$ cat src/rtl/grp_lsq_pkg.sv
package grp_lsq_pkg;
  // Which queue owns the single memory request port in a cycle.
  typedef enum logic [1:0] {
    GNT_NONE  = 2'd0,
    GNT_LOAD  = 2'd1,
    GNT_STORE = 2'd2
  } gnt_e;
endpackage

$ cat src/rtl/grp_lsq_ldq.sv
// Load queue: circular buffer with allocate, address, issue, response and
// retire pointers. Each pointer carries one extra wrap bit.
module grp_lsq_ldq #(
  parameter int DEPTH = 8,
  parameter int AW    = 8,
  parameter int DW    = 16,
  parameter int TW    = 4
) (
  input  logic                     clk,
  input  logic                     rst_n,
  input  logic                     alloc_i,
  input  logic [TW-1:0]            alloc_tag_i,
  input  logic                     addr_valid_i,
  output logic                     addr_ready_o,
  input  logic [AW-1:0]            addr_i,
  input  logic                     issue_i,
  input  logic                     rsp_valid_i,
  input  logic [DW-1:0]            rsp_data_i,
  output logic                     res_valid_o,
  input  logic                     res_ready_i,
  output logic [DW-1:0]            res_data_o,
  output logic                     space_o,
  output logic                     iss_avail_o,
  output logic [AW-1:0]            iss_addr_o,
  output logic [TW-1:0]            iss_tag_o,
  output logic [$clog2(DEPTH):0]   tail_o,
  output logic [$clog2(DEPTH):0]   iss_o
);
  localparam int IW = $clog2(DEPTH);
  localparam int PW = IW + 1;

  logic [PW-1:0] head_q, head_d, tail_q, tail_d, aptr_q, aptr_d;
  logic [PW-1:0] iss_q, iss_d, rsp_q, rsp_d;
  logic [AW-1:0] addr_q [DEPTH];
  logic [TW-1:0] tag_q  [DEPTH];
  logic [DW-1:0] data_q [DEPTH];
  logic          addr_we, res_fire;

  assign addr_ready_o = (aptr_q != tail_q);
  assign addr_we      = addr_valid_i & addr_ready_o;
  assign res_valid_o  = (head_q != rsp_q);
  assign res_fire     = res_valid_o & res_ready_i;
  assign res_data_o   = data_q[head_q[IW-1:0]];
  assign space_o      = ((tail_q - head_q) != PW'(DEPTH));
  assign iss_avail_o  = (iss_q != aptr_q);
  assign iss_addr_o   = addr_q[iss_q[IW-1:0]];
  assign iss_tag_o    = tag_q[iss_q[IW-1:0]];
  assign tail_o       = tail_q;
  assign iss_o        = iss_q;

  always_comb begin
    tail_d = tail_q + PW'(alloc_i);
    aptr_d = aptr_q + PW'(addr_we);
    iss_d  = iss_q  + PW'(issue_i);
    rsp_d  = rsp_q  + PW'(rsp_valid_i);
    head_d = head_q + PW'(res_fire);
  end

  always_ff @(posedge clk or negedge rst_n) begin
    if (!rst_n) begin
      head_q <= '0;
      tail_q <= '0;
      aptr_q <= '0;
      iss_q  <= '0;
      rsp_q  <= '0;
    end else begin
      head_q <= head_d;
      tail_q <= tail_d;
      aptr_q <= aptr_d;
      iss_q  <= iss_d;
      rsp_q  <= rsp_d;
    end
  end

  always_ff @(posedge clk) begin
    if (alloc_i)     tag_q[tail_q[IW-1:0]]  <= alloc_tag_i;
    if (addr_we)     addr_q[aptr_q[IW-1:0]] <= addr_i;
    if (rsp_valid_i) data_q[rsp_q[IW-1:0]]  <= rsp_data_i;
  end
endmodule

$ cat src/rtl/grp_lsq_stq.sv
// Store queue: circular buffer with allocate, address, data and commit
// pointers. Every slot address is exported for the hazard scan.
module grp_lsq_stq #(
  parameter int DEPTH = 8,
  parameter int AW    = 8,
  parameter int DW    = 16,
  parameter int TW    = 4
) (
  input  logic                     clk,
  input  logic                     rst_n,
  input  logic                     alloc_i,
  input  logic [TW-1:0]            alloc_tag_i,
  input  logic                     addr_valid_i,
  output logic                     addr_ready_o,
  input  logic [AW-1:0]            addr_i,
  input  logic                     data_valid_i,
  output logic                     data_ready_o,
  input  logic [DW-1:0]            data_i,
  input  logic                     commit_i,
  output logic                     space_o,
  output logic                     head_ok_o,
  output logic [AW-1:0]            head_addr_o,
  output logic [DW-1:0]            head_data_o,
  output logic [TW-1:0]            head_tag_o,
  output logic [$clog2(DEPTH):0]   head_o,
  output logic [$clog2(DEPTH):0]   tail_o,
  output logic [$clog2(DEPTH):0]   aptr_o,
  output logic [DEPTH*AW-1:0]      addr_flat_o
);
  localparam int IW = $clog2(DEPTH);
  localparam int PW = IW + 1;

  logic [PW-1:0] head_q, head_d, tail_q, tail_d;
  logic [PW-1:0] aptr_q, aptr_d, dptr_q, dptr_d;
  logic [AW-1:0] addr_q [DEPTH];
  logic [DW-1:0] data_q [DEPTH];
  logic [TW-1:0] tag_q  [DEPTH];
  logic          addr_we, data_we;

  assign addr_ready_o = (aptr_q != tail_q);
  assign data_ready_o = (dptr_q != tail_q);
  assign addr_we      = addr_valid_i & addr_ready_o;
  assign data_we      = data_valid_i & data_ready_o;
  assign space_o      = ((tail_q - head_q) != PW'(DEPTH));
  assign head_ok_o    = (head_q != aptr_q) && (head_q != dptr_q);
  assign head_addr_o  = addr_q[head_q[IW-1:0]];
  assign head_data_o  = data_q[head_q[IW-1:0]];
  assign head_tag_o   = tag_q[head_q[IW-1:0]];
  assign head_o       = head_q;
  assign tail_o       = tail_q;
  assign aptr_o       = aptr_q;

  for (genvar j = 0; j < DEPTH; j++) begin : g_flat
    assign addr_flat_o[j*AW +: AW] = addr_q[j];
  end

  always_comb begin
    tail_d = tail_q + PW'(alloc_i);
    aptr_d = aptr_q + PW'(addr_we);
    dptr_d = dptr_q + PW'(data_we);
    head_d = head_q + PW'(commit_i);
  end

  always_ff @(posedge clk or negedge rst_n) begin
    if (!rst_n) begin
      head_q <= '0;
      tail_q <= '0;
      aptr_q <= '0;
      dptr_q <= '0;
    end else begin
      head_q <= head_d;
      tail_q <= tail_d;
      aptr_q <= aptr_d;
      dptr_q <= dptr_d;
    end
  end

  always_ff @(posedge clk) begin
    if (alloc_i) tag_q[tail_q[IW-1:0]]  <= alloc_tag_i;
    if (addr_we) addr_q[aptr_q[IW-1:0]] <= addr_i;
    if (data_we) data_q[dptr_q[IW-1:0]] <= data_i;
  end
endmodule

$ cat src/rtl/grp_lsq_hazard.sv
// Compares one load against every uncommitted store that is older than it.
// A store without an address counts as a conflict.
module grp_lsq_hazard #(
  parameter int DEPTH = 8,
  parameter int AW    = 8
) (
  input  logic [$clog2(DEPTH):0] sq_head_i,
  input  logic [$clog2(DEPTH):0] sq_aptr_i,
  input  logic [$clog2(DEPTH):0] ld_tag_i,
  input  logic [AW-1:0]          ld_addr_i,
  input  logic [DEPTH*AW-1:0]    addr_flat_i,
  output logic                   blocked_o
);
  localparam int IW = $clog2(DEPTH);
  localparam int PW = IW + 1;

  logic [PW-1:0]    older_n, known_n;
  logic [DEPTH-1:0] hit;

  assign older_n = ld_tag_i  - sq_head_i;
  assign known_n = sq_aptr_i - sq_head_i;

  for (genvar k = 0; k < DEPTH; k++) begin : g_scan
    logic [IW-1:0] slot;
    assign slot   = sq_head_i[IW-1:0] + IW'(k);
    assign hit[k] = (PW'(k) < older_n) &&
                    ((PW'(k) >= known_n) ||
                     (addr_flat_i[slot*AW +: AW] == ld_addr_i));
  end

  assign blocked_o = |hit;
endmodule

$ cat src/rtl/grp_lsq.sv
// Top level: group allocation, load/store selection for the memory port.
module grp_lsq
  import grp_lsq_pkg::*;
#(
  parameter int LQ_DEPTH = 8,
  parameter int SQ_DEPTH = 8,
  parameter int ADDR_W   = 8,
  parameter int DATA_W   = 16
) (
  input  logic              clk,
  input  logic              rst_n,
  input  logic              grp_valid,
  output logic              grp_ready,
  input  logic              ld_addr_valid,
  output logic              ld_addr_ready,
  input  logic [ADDR_W-1:0] ld_addr,
  input  logic              st_addr_valid,
  output logic              st_addr_ready,
  input  logic [ADDR_W-1:0] st_addr,
  input  logic              st_data_valid,
  output logic              st_data_ready,
  input  logic [DATA_W-1:0] st_data,
  output logic              ld_res_valid,
  input  logic              ld_res_ready,
  output logic [DATA_W-1:0] ld_res_data,
  output logic              mem_req_valid,
  input  logic              mem_req_ready,
  output logic              mem_req_we,
  output logic [ADDR_W-1:0] mem_req_addr,
  output logic [DATA_W-1:0] mem_req_wdata,
  input  logic              mem_rsp_valid,
  output logic              mem_rsp_ready,
  input  logic [DATA_W-1:0] mem_rsp_data
);
  localparam int LPW = $clog2(LQ_DEPTH) + 1;
  localparam int SPW = $clog2(SQ_DEPTH) + 1;

  logic              grp_fire, lq_space, sq_space;
  logic              ld_issue, st_commit, ld_avail, ld_blocked, ld_ok;
  logic              st_head_ok, st_ok;
  logic [LPW-1:0]    lq_tail, lq_iss, st_head_tag, ld_left, ld_after;
  logic [SPW-1:0]    sq_head, sq_tail, sq_aptr, ld_iss_tag;
  logic [ADDR_W-1:0] ld_iss_addr, st_head_addr;
  logic [DATA_W-1:0] st_head_data;
  logic [SQ_DEPTH*ADDR_W-1:0] sq_addr_flat;
  gnt_e              gnt, lock_q, lock_d;

  assign grp_ready     = lq_space & sq_space;
  assign grp_fire      = grp_valid & grp_ready;
  assign mem_rsp_ready = 1'b1;

  grp_lsq_ldq #(.DEPTH(LQ_DEPTH), .AW(ADDR_W), .DW(DATA_W), .TW(SPW)) u_ldq (
    .clk, .rst_n,
    .alloc_i(grp_fire), .alloc_tag_i(sq_tail),
    .addr_valid_i(ld_addr_valid), .addr_ready_o(ld_addr_ready), .addr_i(ld_addr),
    .issue_i(ld_issue),
    .rsp_valid_i(mem_rsp_valid), .rsp_data_i(mem_rsp_data),
    .res_valid_o(ld_res_valid), .res_ready_i(ld_res_ready), .res_data_o(ld_res_data),
    .space_o(lq_space), .iss_avail_o(ld_avail), .iss_addr_o(ld_iss_addr),
    .iss_tag_o(ld_iss_tag), .tail_o(lq_tail), .iss_o(lq_iss)
  );

  // The store of a group is younger than the load of the same group.
  grp_lsq_stq #(.DEPTH(SQ_DEPTH), .AW(ADDR_W), .DW(DATA_W), .TW(LPW)) u_stq (
    .clk, .rst_n,
    .alloc_i(grp_fire), .alloc_tag_i(lq_tail + LPW'(1)),
    .addr_valid_i(st_addr_valid), .addr_ready_o(st_addr_ready), .addr_i(st_addr),
    .data_valid_i(st_data_valid), .data_ready_o(st_data_ready), .data_i(st_data),
    .commit_i(st_commit), .space_o(sq_space), .head_ok_o(st_head_ok),
    .head_addr_o(st_head_addr), .head_data_o(st_head_data), .head_tag_o(st_head_tag),
    .head_o(sq_head), .tail_o(sq_tail), .aptr_o(sq_aptr), .addr_flat_o(sq_addr_flat)
  );

  grp_lsq_hazard #(.DEPTH(SQ_DEPTH), .AW(ADDR_W)) u_haz (
    .sq_head_i(sq_head), .sq_aptr_i(sq_aptr), .ld_tag_i(ld_iss_tag),
    .ld_addr_i(ld_iss_addr), .addr_flat_i(sq_addr_flat), .blocked_o(ld_blocked)
  );

  assign ld_ok = ld_avail & ~ld_blocked;

  // Older loads all issued: the unissued loads all lie after this store.
  assign ld_left  = lq_tail - lq_iss;
  assign ld_after = lq_tail - st_head_tag;
  assign st_ok    = st_head_ok & (ld_left <= ld_after);

  // Stores first; a request waiting on mem_req_ready keeps the port.
  always_comb begin
    if (lock_q != GNT_NONE) gnt = lock_q;
    else if (st_ok)         gnt = GNT_STORE;
    else if (ld_ok)         gnt = GNT_LOAD;
    else                    gnt = GNT_NONE;
    lock_d = (mem_req_valid && !mem_req_ready) ? gnt : GNT_NONE;
  end

  always_ff @(posedge clk or negedge rst_n) begin
    if (!rst_n) lock_q <= GNT_NONE;
    else        lock_q <= lock_d;
  end

  assign mem_req_valid = (gnt != GNT_NONE);
  assign mem_req_we    = (gnt == GNT_STORE);
  assign mem_req_addr  = mem_req_we ? st_head_addr : ld_iss_addr;
  assign mem_req_wdata = st_head_data;
  assign ld_issue      = mem_req_ready & (gnt == GNT_LOAD);
  assign st_commit     = mem_req_ready & (gnt == GNT_STORE);
endmodule

$ cat config.mk
export PLATFORM = sky130hd
export DESIGN_NAME = grp_lsq
export DESIGN_NICKNAME = d
export VERILOG_FILES = /design/src/rtl/grp_lsq_pkg.sv /design/src/rtl/grp_lsq_ldq.sv /design/src/rtl/grp_lsq_stq.sv /design/src/rtl/grp_lsq_hazard.sv /design/src/rtl/grp_lsq.sv
export SDC_FILE = /design/constraint.sdc
export NUM_CORES = 1
export LEC_CHECK = 0
export BUFFER_PORTS_ARGS = -buffer_cell sky130_fd_sc_hd__buf_4
export CAP_MARGIN = 20
export CELL_PAD_IN_SITES_DETAIL_PLACEMENT = 1
export CELL_PAD_IN_SITES_GLOBAL_PLACEMENT = 1
export CORE_MARGIN = 2
export CORE_UTILIZATION = 48
export DETAILED_ROUTE_END_ITERATION = 16
export GPL_TIMING_DRIVEN = 0
export PLACE_DENSITY_LB_ADDON = 0.1
export SLEW_MARGIN = 20
export SYNTH_ARGS = -nofsm -noshare
export SYNTH_HDL_FRONTEND = slang
export SYNTH_SLANG_ARGS = --single-unit
$ cat constraint.sdc
create_clock -name clk -period 6.55 [get_ports clk]
set_input_delay 0.9825 -clock clk [delete_from_list [all_inputs] [get_ports clk]]
set_output_delay 0.9825 -clock clk [all_outputs]
set_load 0.02 [all_outputs]
# Yosys cells after proc, flatten, opt, wreduce, memory -nomap -nowiden
# Memories as Yosys holds them, arrays and structs flattened.
# Cells that the tools add are included.
# W data, S select, Z words.
[totals]
register_bits = 38
ram_bits = 448
input_bits = 57
output_inout_bits = 48
word_cells = 131
n_memories = 6
[mem_list]
columns = ["name", "depth", "width", "read_ports", "rd_ports_with_merged_regs", "write_ports", "line_no", "source"]
rows = [
  ["u_ldq.data_q", 8, 16, 1, 0, 1, "grp_lsq_ldq.sv:36", "logic [DW-1:0] data_q [DEPTH];"],
  ["u_stq.data_q", 8, 16, 1, 0, 1, "grp_lsq_stq.sv:36", "logic [DW-1:0] data_q [DEPTH];"],
  ["u_ldq.addr_q", 8, 8, 1, 0, 1, "grp_lsq_ldq.sv:34", "logic [AW-1:0] addr_q [DEPTH];"],
  ["u_stq.addr_q", 8, 8, 9, 0, 1, "grp_lsq_stq.sv:35", "logic [AW-1:0] addr_q [DEPTH];"],
  ["u_ldq.tag_q", 8, 4, 1, 0, 1, "grp_lsq_ldq.sv:35", "logic [TW-1:0] tag_q [DEPTH];"],
  ["u_stq.tag_q", 8, 4, 1, 0, 1, "grp_lsq_stq.sv:37", "logic [TW-1:0] tag_q [DEPTH];"],
]
[classes]
addsub = 23
order_cmp = 17
eq_ne = 19
shifts = 8
mux = 15
bitwise_logic = 11
n_reduce_logical = 22
[ops]
columns = ["cell", "count"]
rows = [
  ["$shiftx A64 B7 Y8", 8],
  ["$eq A8 B8 Y1", 8],
  ["$add A4 B1 Y4", 9],
  ["$ne A4 B4 Y1", 7],
  ["$sub A4 B4 Y4", 6],
  ["$ge A3 B4 Y1 const A", 4],
  ["$lt A3 B4 Y1 const A", 4],
  ["$add A3 B3 Y3 const B", 4],
  ["$mux W1", 11],
  ["$and A1 B1 Y1", 10],
  ["$logic_and A1 B1 Y1", 10],
  ["$ge A1 B4 Y1 const A", 2],
  ["$ge A2 B4 Y1 const A", 2],
  ["$logic_or A1 B1 Y1", 8],
  ["$lt A1 B4 Y1 const A", 2],
  ["$lt A2 B4 Y1 const A", 2],
  ["$mux W8", 1],
  ["$ne A4 B4 Y1 const B", 2],
  ["$reduce_or A8 Y1", 1],
  ["$add A3 B2 Y3 const B", 2],
  ["$mux W2", 3],
  ["$add A4 B1 Y4 const B", 1],
  ["$le A4 B4 Y1", 1],
  ["$reduce_bool A2 Y1", 2],
  ["other kinds (5)", 5],
]

# Depth between registers and ports, before layout
# Gate-level depths: netlist (run 1).
[logic_depth]
depth_word = 14
ltp_mapped = 25
mapped_depth_nobuf = 20

# Hierarchy
# A second synthesis (run 1) with hierarchy kept.
[unflattened]
cells_unflattened = 1340
hier_area_um2 = 23191.0
[modules_own_cells]
columns = ["module", "instances", "cells_per_inst", "area_each_um2", "seq_area_each_um2"]
rows = [
  ["grp_lsq_ldq", 1, 480, 9669.3, 7226.9],
  ["grp_lsq_stq", 1, 504, 9590.4, 7126.8],
  ["grp_lsq_hazard", 1, 286, 3315.7, 0.0],
  ["grp_lsq", 1, 70, 615.6, 50.0],
]

# Worst setup path before layout (run 1)
# Ideal clock, no wire load.
[synth_timing]
path_type = "register -> output"
startpoint = "reg u_stq.head_q[0], in the netlist u_stq.head_o[0]"
endpoint = "out mem_req_addr[0]"
arrival_time_ps = 5727
required_time_ps = 5568
slack_ps = -159
path_stages_with_launch = 20
cell_sequence = "dfrtp_1 buf_2 buf_2 buf_1 buf_1 buf_2 mux4_2 mux2i_1 ha_1 a21o_1 a21oi_1 xnor2_1 xnor2_1 ha_1 and4_1 o221ai_1 nor2_1 nor2_1 nor2_1 mux2i_1"
[synth_between]
elab_chain_len = 13
[synth_lines]
columns = ["item", "line_no", "source"]
rows = [
  ["from (decl)", "grp_lsq_stq.sv:33", "logic [PW-1:0] head_q, head_d, tail_q, tail_d;"],
  ["from (signal assigned)", "grp_lsq_stq.sv:66", "head_q <= '0;"],
  ["from (signal assigned)", "grp_lsq_stq.sv:71", "head_q <= head_d;"],
  ["$add A3 B1 Y3 (tied with other cells)", "grp_lsq_hazard.sv:25", "assign slot = sq_head_i[IW-1:0] + IW'(k);"],
  ["$shiftx A64 B7 Y8", "grp_lsq_hazard.sv:28", "(addr_flat_i[slot*AW +: AW] == ld_addr_i));"],
  ["$eq A8 B8 Y1", "grp_lsq_hazard.sv:28", ""],
  ["$logic_or A1 B1 Y1", "grp_lsq_hazard.sv:27", "((PW'(k) >= known_n) ||"],
  ["$logic_and A1 B1 Y1", "grp_lsq_hazard.sv:26", "assign hit[k] = (PW'(k) < older_n) &&"],
  ["$reduce_or A8 Y1", "grp_lsq_hazard.sv:31", "assign blocked_o = |hit;"],
  ["$not A1 Y1", "grp_lsq.sv:79", "assign ld_ok = ld_avail & ~ld_blocked;"],
  ["$and A1 B1 Y1", "grp_lsq.sv:79", ""],
  ["$mux W1", "grp_lsq.sv:90", "else if (ld_ok) gnt = GNT_LOAD;"],
  ["$mux W2 (*)", "grp_lsq.sv:89", "else if (st_ok) gnt = GNT_STORE;"],
  ["$mux W2 (*)", "grp_lsq.sv:88", "if (lock_q != GNT_NONE) gnt = lock_q;"],
  ["$eq A2 B2 Y1 (*)", "grp_lsq.sv:101", "assign mem_req_we = (gnt == GNT_STORE);"],
  ["named net mem_req_we", "grp_lsq.sv:28", "output logic mem_req_we,"],
  ["$mux W8 (*)", "grp_lsq.sv:102", "assign mem_req_addr = mem_req_we ? st_head_addr : ld_iss_addr;"],
  ["to (decl)", "grp_lsq.sv:29", "output logic [ADDR_W-1:0] mem_req_addr,"],
]
# The timed path passes the listed nets; every way through them passes the cells marked *.

# Final worst setup path (run 1)
[layout_timing]
startpoint = "reg u_stq.head_q[2], in the netlist u_stq.head_o[2]"
endpoint = "out mem_req_valid"
[layout_between]
elab_chain_len = 12
[layout_lines]
columns = ["item", "line_no", "source"]
rows = [
  ["$add A3 B1 Y3 (tied with other cells)", "grp_lsq_hazard.sv:25", ""],
  ["$shiftx A64 B7 Y8", "grp_lsq_hazard.sv:28", ""],
  ["$eq A8 B8 Y1", "grp_lsq_hazard.sv:28", ""],
  ["$logic_or A1 B1 Y1", "grp_lsq_hazard.sv:27", ""],
  ["$logic_and A1 B1 Y1", "grp_lsq_hazard.sv:26", ""],
  ["$reduce_or A8 Y1", "grp_lsq_hazard.sv:31", ""],
  ["$not A1 Y1", "grp_lsq.sv:79", ""],
  ["$and A1 B1 Y1", "grp_lsq.sv:79", ""],
  ["$mux W1", "grp_lsq.sv:90", ""],
  ["$mux W2 (*)", "grp_lsq.sv:89", ""],
  ["$mux W2 (*)", "grp_lsq.sv:88", ""],
  ["$reduce_bool A2 Y1 (*)", "grp_lsq.sv:100", "assign mem_req_valid = (gnt != GNT_NONE);"],
  ["to (decl)", "grp_lsq.sv:26", "output logic mem_req_valid,"],
]
# Mark *: on every way between the ends. The rest lies on a longest branch, timed or not.

==> impl_metrics.yaml, run 1 <==
logic_synthesis:
  synthArstFlopShare_pct: 7.82
  synth_edf_count: 448
  yosys_register_bits: 486
  ys.flop_type: "edfxtp_1"
  synthCells: 1497
  syn_avg_cell_area_um2: 16.0
  netlist_area_um2: 23900
  synth_nets: 1602
  yosysWarnings: 0
  synth_cell_types: 57
  ys_seq_area_share_pct: 60.2
clock_tree:
  cts_num_sinks: 486
  clk_pin_slew_ps: 60
  cts_tree: "built"
  holdBufCountCts: 0
  cts_buffers: 51
  cts_root_buf: "clkbuf_16"
  clock_path_buffers: 3
  ctsHtreeMaxLevel: 2
  clk_latency_ps: 610
global_route:
  antenna_found_initial: 0
  grt_use_total_pct: 25.6
  overflow: 0
  grt_pass1_vias: 15000
  grt_pass1_wl_mm: 95.8
  grt_max_degree: 39
timing:
  drv_slew: 0
  setup_viol: 0
  setup_tns_ps: 0
  clock-skew-final_ps: 30.4
  fmax_ghz: 0.158
  rsz0062_at_grt: "false"
  period_needed_ps: 6320
  worstMarginPinSlew_ps: 1070
  hold_violations: 0
  slew_headroom_pct: 28.8
  post-route-period-util_pct: 96.5
detailed_routing:
  routed_wirelength_mm: 64.2
  route.detailed.drc: 0
  vias_per_cell: 5.99
  met3_length_mm: 3.35
  wire_per_inst_um: 26.9
  final_antenna_net_count: 0
  topRoutingLayerUsed: "met4"
  dr_wl_met2_mm: 31.7
  dr.first_iter.drc_count: 862
  wl_met1_mm: 27.0
  drt_first_pass_iters: 5
  num_vias: 14300
die:
  dieArea_um2: 51700
  chipHeight_um: 227
  row_count: 81
  start_util_pct: 48.8
  die_w_um: 227
  core_um2: 49100
  ios: 105
critical_path:
  required_ps: 5570
  ff2ff_path_depth: 16
  worstSetupEndpointType: "primary output"
  slowest_delay_ps: 710
  cp_slowest_cell: "clkbuf_1"
  crit_path_cell_trace: "ha_1 -> buf_2 -> buf_2 -> clkbuf_1 -> mux4_2 -> mux2i_1 -> xor2_1 -> nor4_1 -> nand2_1 -> a31oi_1 -> o21ai_0 -> nand2_1 -> o211ai_2 -> buf_4"
  cp_max_fo: 10
  arrival_ps: 5340
  path_class: "reg2out"
  startpoint_type: "register"
finish:
  num-nets-final: 1786
  final_util_pct: 56.7
  drive_gt1_share_pct: 27.1
  area_growth_syn_to_layout_pct: 16.3
  diodes: 0
run:
  cap_violations: 0
outcome:
  status: "finished clean"
hold_path:
  worst_hold_path_type: "in2async"
placed_design:
  dp_hpwl_mm: 45.0
  io_buffers: 103
  gp_congestion: 0.935
[placed cells by master, fill, tap and decap left out, types with 42 or more instances in the layout]
cell	n
mux4_2	161
nand3_1	45
mux2i_1	105
ha_1	44
xnor2_1	72
buf_4	131
nand2_1	188
xor2_1	48
clkbuf_1	42
edfxtp_1	448
clkbuf_16	52
[layer usage]
layer	track usage (%)	vias to the layer above
met2	42.5	426
met4	8.79	0
li1	-	6239
met5	0	-
met3	3.99	109
met1	34.6	7509
[stage by stage]
step	cells	setup slack, ps	cell area, um2	hold slack (ps)
5_1_grt	2385	9.98	27800	373
3_5_place_dp	2287	-1430	25900	488
2_1_floorplan	1497	128	23900	466
4_1_cts	2382	24.1	27800	332
3_3_place_gp	2264	-1320	25500	482
6_report	2385	231	27800	340
[final cells by class]
| cell class | count | area [um2] |
|---|---|---|
| repair buffers | 135 | 1100 |
| flip-flops and latches | 486 | 14400 |
| plain buffers | 86 | 495 |
| clock inverters | 29 | 342 |
| clock buffers | 64 | 1350 |
| fillers | 4581 | 21200 |
| inverters | 24 | 93.8 |
| multi-input cells | 897 | 9210 |
| well taps | 664 | 831 |
[registers in the layout (all words and copies together), names as in the netlist]
register      count
u_ldq.addr_q     64
u_stq.addr_q     64
u_ldq.aptr_q      4
u_stq.tag_q      32
u_ldq.data_q    128
lock_q            2
u_stq.dptr_q      4
u_ldq.head_q      4
u_stq.head_o      4
u_ldq.rsp_q       4
u_ldq.iss_o       4
u_stq.data_q    128
u_stq.aptr_o      4
u_ldq.tail_o      4
u_ldq.tag_q      32
u_stq.tail_o      4
[cell usage after synthesis (21+ instances only)]
library cell / instances / share of area, %
nand2_1: 188 / 2.9
clkbuf_1: 40 / 0.63
nor2_1: 38 / 0.60
nand3_1: 45 / 0.94
dfrtp_1: 38 / 4.0
mux4_2: 161 / 15
buf_2: 23 / 0.48
xnor2_1: 73 / 2.7
mux2i_1: 107 / 4.5
xor2_1: 48 / 1.8
ha_1: 44 / 2.3
edfxtp_1: 448 / 56
inv_1: 21 / 0.33
[logic make-up after synthesis]
| family | synth area share (%) |
|---|---|
| compound gates | 2.45 |
| xor+xnor | 4.50 |
| fa+ha+maj | 2.63 |
| buf+inv | 2.13 |
| flops | 60.2 |
| mux | 21.4 |
| other cells | 0.0157 |
| simple gates | 6.71 |
[critical path: cells and delay by family, from the launching register on]
family | cells | cell delay, ps
compound gates | 3 | 510
xor+xnor | 1 | 120
fa+ha+maj | 1 | 290
buf+inv | 4 | 1710
flops | 1 | 480
mux | 2 | 840
simple gates | 3 | 780
[final timing paths]
| path | end | slack (ps) | start |
|---|---|---|---|
| worst max-delay path | mem_req_valid | 230 | u_stq.head_o[2] |
| worst min-delay path | u_ldq.head_q[1] | 340 | rst_n |
| worst max register to register | u_ldq.iss_o[2] | 1330 | u_stq.head_o[2] |
| worst min register to register | u_ldq.rsp_q[3] | 500 | u_ldq.rsp_q[3] |
| max in group asynchronous | u_stq.head_o[0] | 5790 | rst_n |
| min in group clk | u_ldq.rsp_q[3] | 500 | u_ldq.rsp_q[3] |
[repair_timing]
item | in CTS | in global routing
resized for setup | 63 | 15
setup endpoints to repair | 19 | 10
setup buffers | 4 | 5
pin swaps | 1 | 2
Power of run 1 is left out: the tool's default activity adds up to more than one toggle a clock period on the data nets, which glitch-free logic cannot reach.
==> run 2: changes to the inputs <==
--- a/config.mk
+++ b/config.mk
@@ -14,6 +14,7 @@
 export DETAILED_ROUTE_END_ITERATION = 16
 export GPL_TIMING_DRIVEN = 0
 export PLACE_DENSITY_LB_ADDON = 0.1
+export REMOVE_ABC_BUFFERS = 1
 export SLEW_MARGIN = 20
 export SYNTH_ARGS = -nofsm -noshare
 export SYNTH_HDL_FRONTEND = slang
==> impl_metrics.yaml, run 2 (synthesis results as in run 1) <==
critical_path:
  arrival_ps: 5280
  startpoint: "u_stq.head_o[1]"
  startpoint_type: "register"
  reg2reg_to: "u_ldq.iss_o[2]"
  path_class: "reg2out"
  regToRegSetupSlack_ps: 1390
  r2r-start: "u_stq.head_o[1]"
  endpoint: "mem_req_valid"
  worstSetupEndpointType: "primary output"
  required_ps: 5570
  ff2ff_path_depth: 15
  cp_max_fo: 43
global_route:
  grt_pass1_wl_mm: 90.5
  antenna_found_initial: 3
  grt_use_total_pct: 23.7
  grt_max_degree: 48
  overflow: 0
  grt_pass1_vias: 14600
placed_design:
  gp_congestion: 0.823
  dp_hpwl_mm: 39.9
  io_buffers: 103
timing:
  setup_viol: 0
  rsz0062_at_grt: "false"
  worstMarginPinSlew_ps: 970
  slew_headroom_pct: 34.1
  setup_tns_ps: 0
  period_needed_ps: 6260
  drv_slew: 0
  clock-skew-final_ps: 23.8
  fmax_ghz: 0.160
  post-route-period-util_pct: 95.6
  hold_violations: 0
clock_tree:
  clk_pin_slew_ps: 60
  ctsHtreeMaxLevel: 2
  clock_path_buffers: 3
  cts_root_buf: "clkbuf_16"
  cts_num_sinks: 486
  clk_latency_ps: 610
  cts_buffers: 52
  cts_tree: "built"
  holdBufCountCts: 0
detailed_routing:
  route.detailed.drc: 0
  dr.first_iter.drc_count: 967
  drt_first_pass_iters: 5
  vias_per_cell: 5.95
  routed_wirelength_mm: 59.9
  wire_per_inst_um: 25.9
  num_vias: 13800
  final_antenna_net_count: 0
finish:
  final_common_cell: "edfxtp_1"
  fillerInstances: 4546
  multi_input_area_um2: 9180
  final_cell_mix: "edfxtp_1 (448), nand2_1 (188), mux4_2 (161)"
  drive_gt1_share_pct: 26.3
  area_growth_syn_to_layout_pct: 15.4
  num-nets-final: 1707
  regArea_um2: 14400
hold_path:
  worst_hold_path_type: "in2async"
outcome:
  status: "finished clean"
run:
  cap_violations: 0
die:
  start_util_pct: 48.8
  ios: 105
  chipHeight_um: 227
  core_um2: 49100
  die_w_um: 227
  row_count: 81
  dieArea_um2: 51700
[run 2: how the worst min path moves through the flow]
stage	start	end
global placement	u_ldq.rsp_q[3]	u_ldq.rsp_q[3]
CTS	rst_n	u_stq.dptr_q[0]
finish	rst_n	u_ldq.aptr_q[0]
floorplan	u_ldq.rsp_q[3]	u_ldq.rsp_q[3]
detailed placement	u_ldq.rsp_q[3]	u_ldq.rsp_q[3]
global route	rst_n	u_stq.dptr_q[1]
[run 2: what timing repair did]
item                       in CTS  in global routing
gates resized for setup         2                  3
pin swaps                       1                  0
hold endpoints to repair        0                  0
setup endpoints to repair       9                  9
setup buffers                   1                  2
[run 2: worst max-delay path, cell delays in order (launching register included)]
cell and delay [ps]:
dfrtp_4 690, buf_16 320, inv_1 290, ha_4 650, nor2b_2 520, buf_8 230, a32oi_1 120, and3_1 170
or4_1 580, nor4_1 380, o21ai_0 240, nand2_1 140, o211ai_2 110, buf_4 190
[run 2: cell type report]
class	instances	area share (%)
sequential	486	52.2
tap	664	3.01
multi-input combinational	897	33.2
clock inverter	27	1.06
antenna	2	0.0181
timing repair buffer	141	4.95
inverter	24	0.353
clock buffer	71	5.16
[run 2: metrics by stage]
stage / cells / hold slack (ps) / setup slack [ps] / area, um2 / util (%)
floorplan: 1407 / 466 / -3000 / 23500 / -
global placement: 2174 / 480 / -7480 / 25100 / 51.2
detailed placement: 2209 / 490 / 251 / 25800 / 52.6
CTS: 2308 / 349 / 3.66 / 27600 / 56.2
global route: 2312 / 393 / 52.5 / 27600 / 56.3
finish: 2312 / 368 / 291 / 27600 / 56.3
[run 2: layer usage]
metal	up-vias	GRT usage, %	part of all wire, %
li1	6096	-	-
met1	7208	31.8	42
met2	338	39.7	50
met3	108	3.74	4.5
met4	2	7.93	2.9
met5	-	0	0.027
Power of run 2 is left out for the same reason.
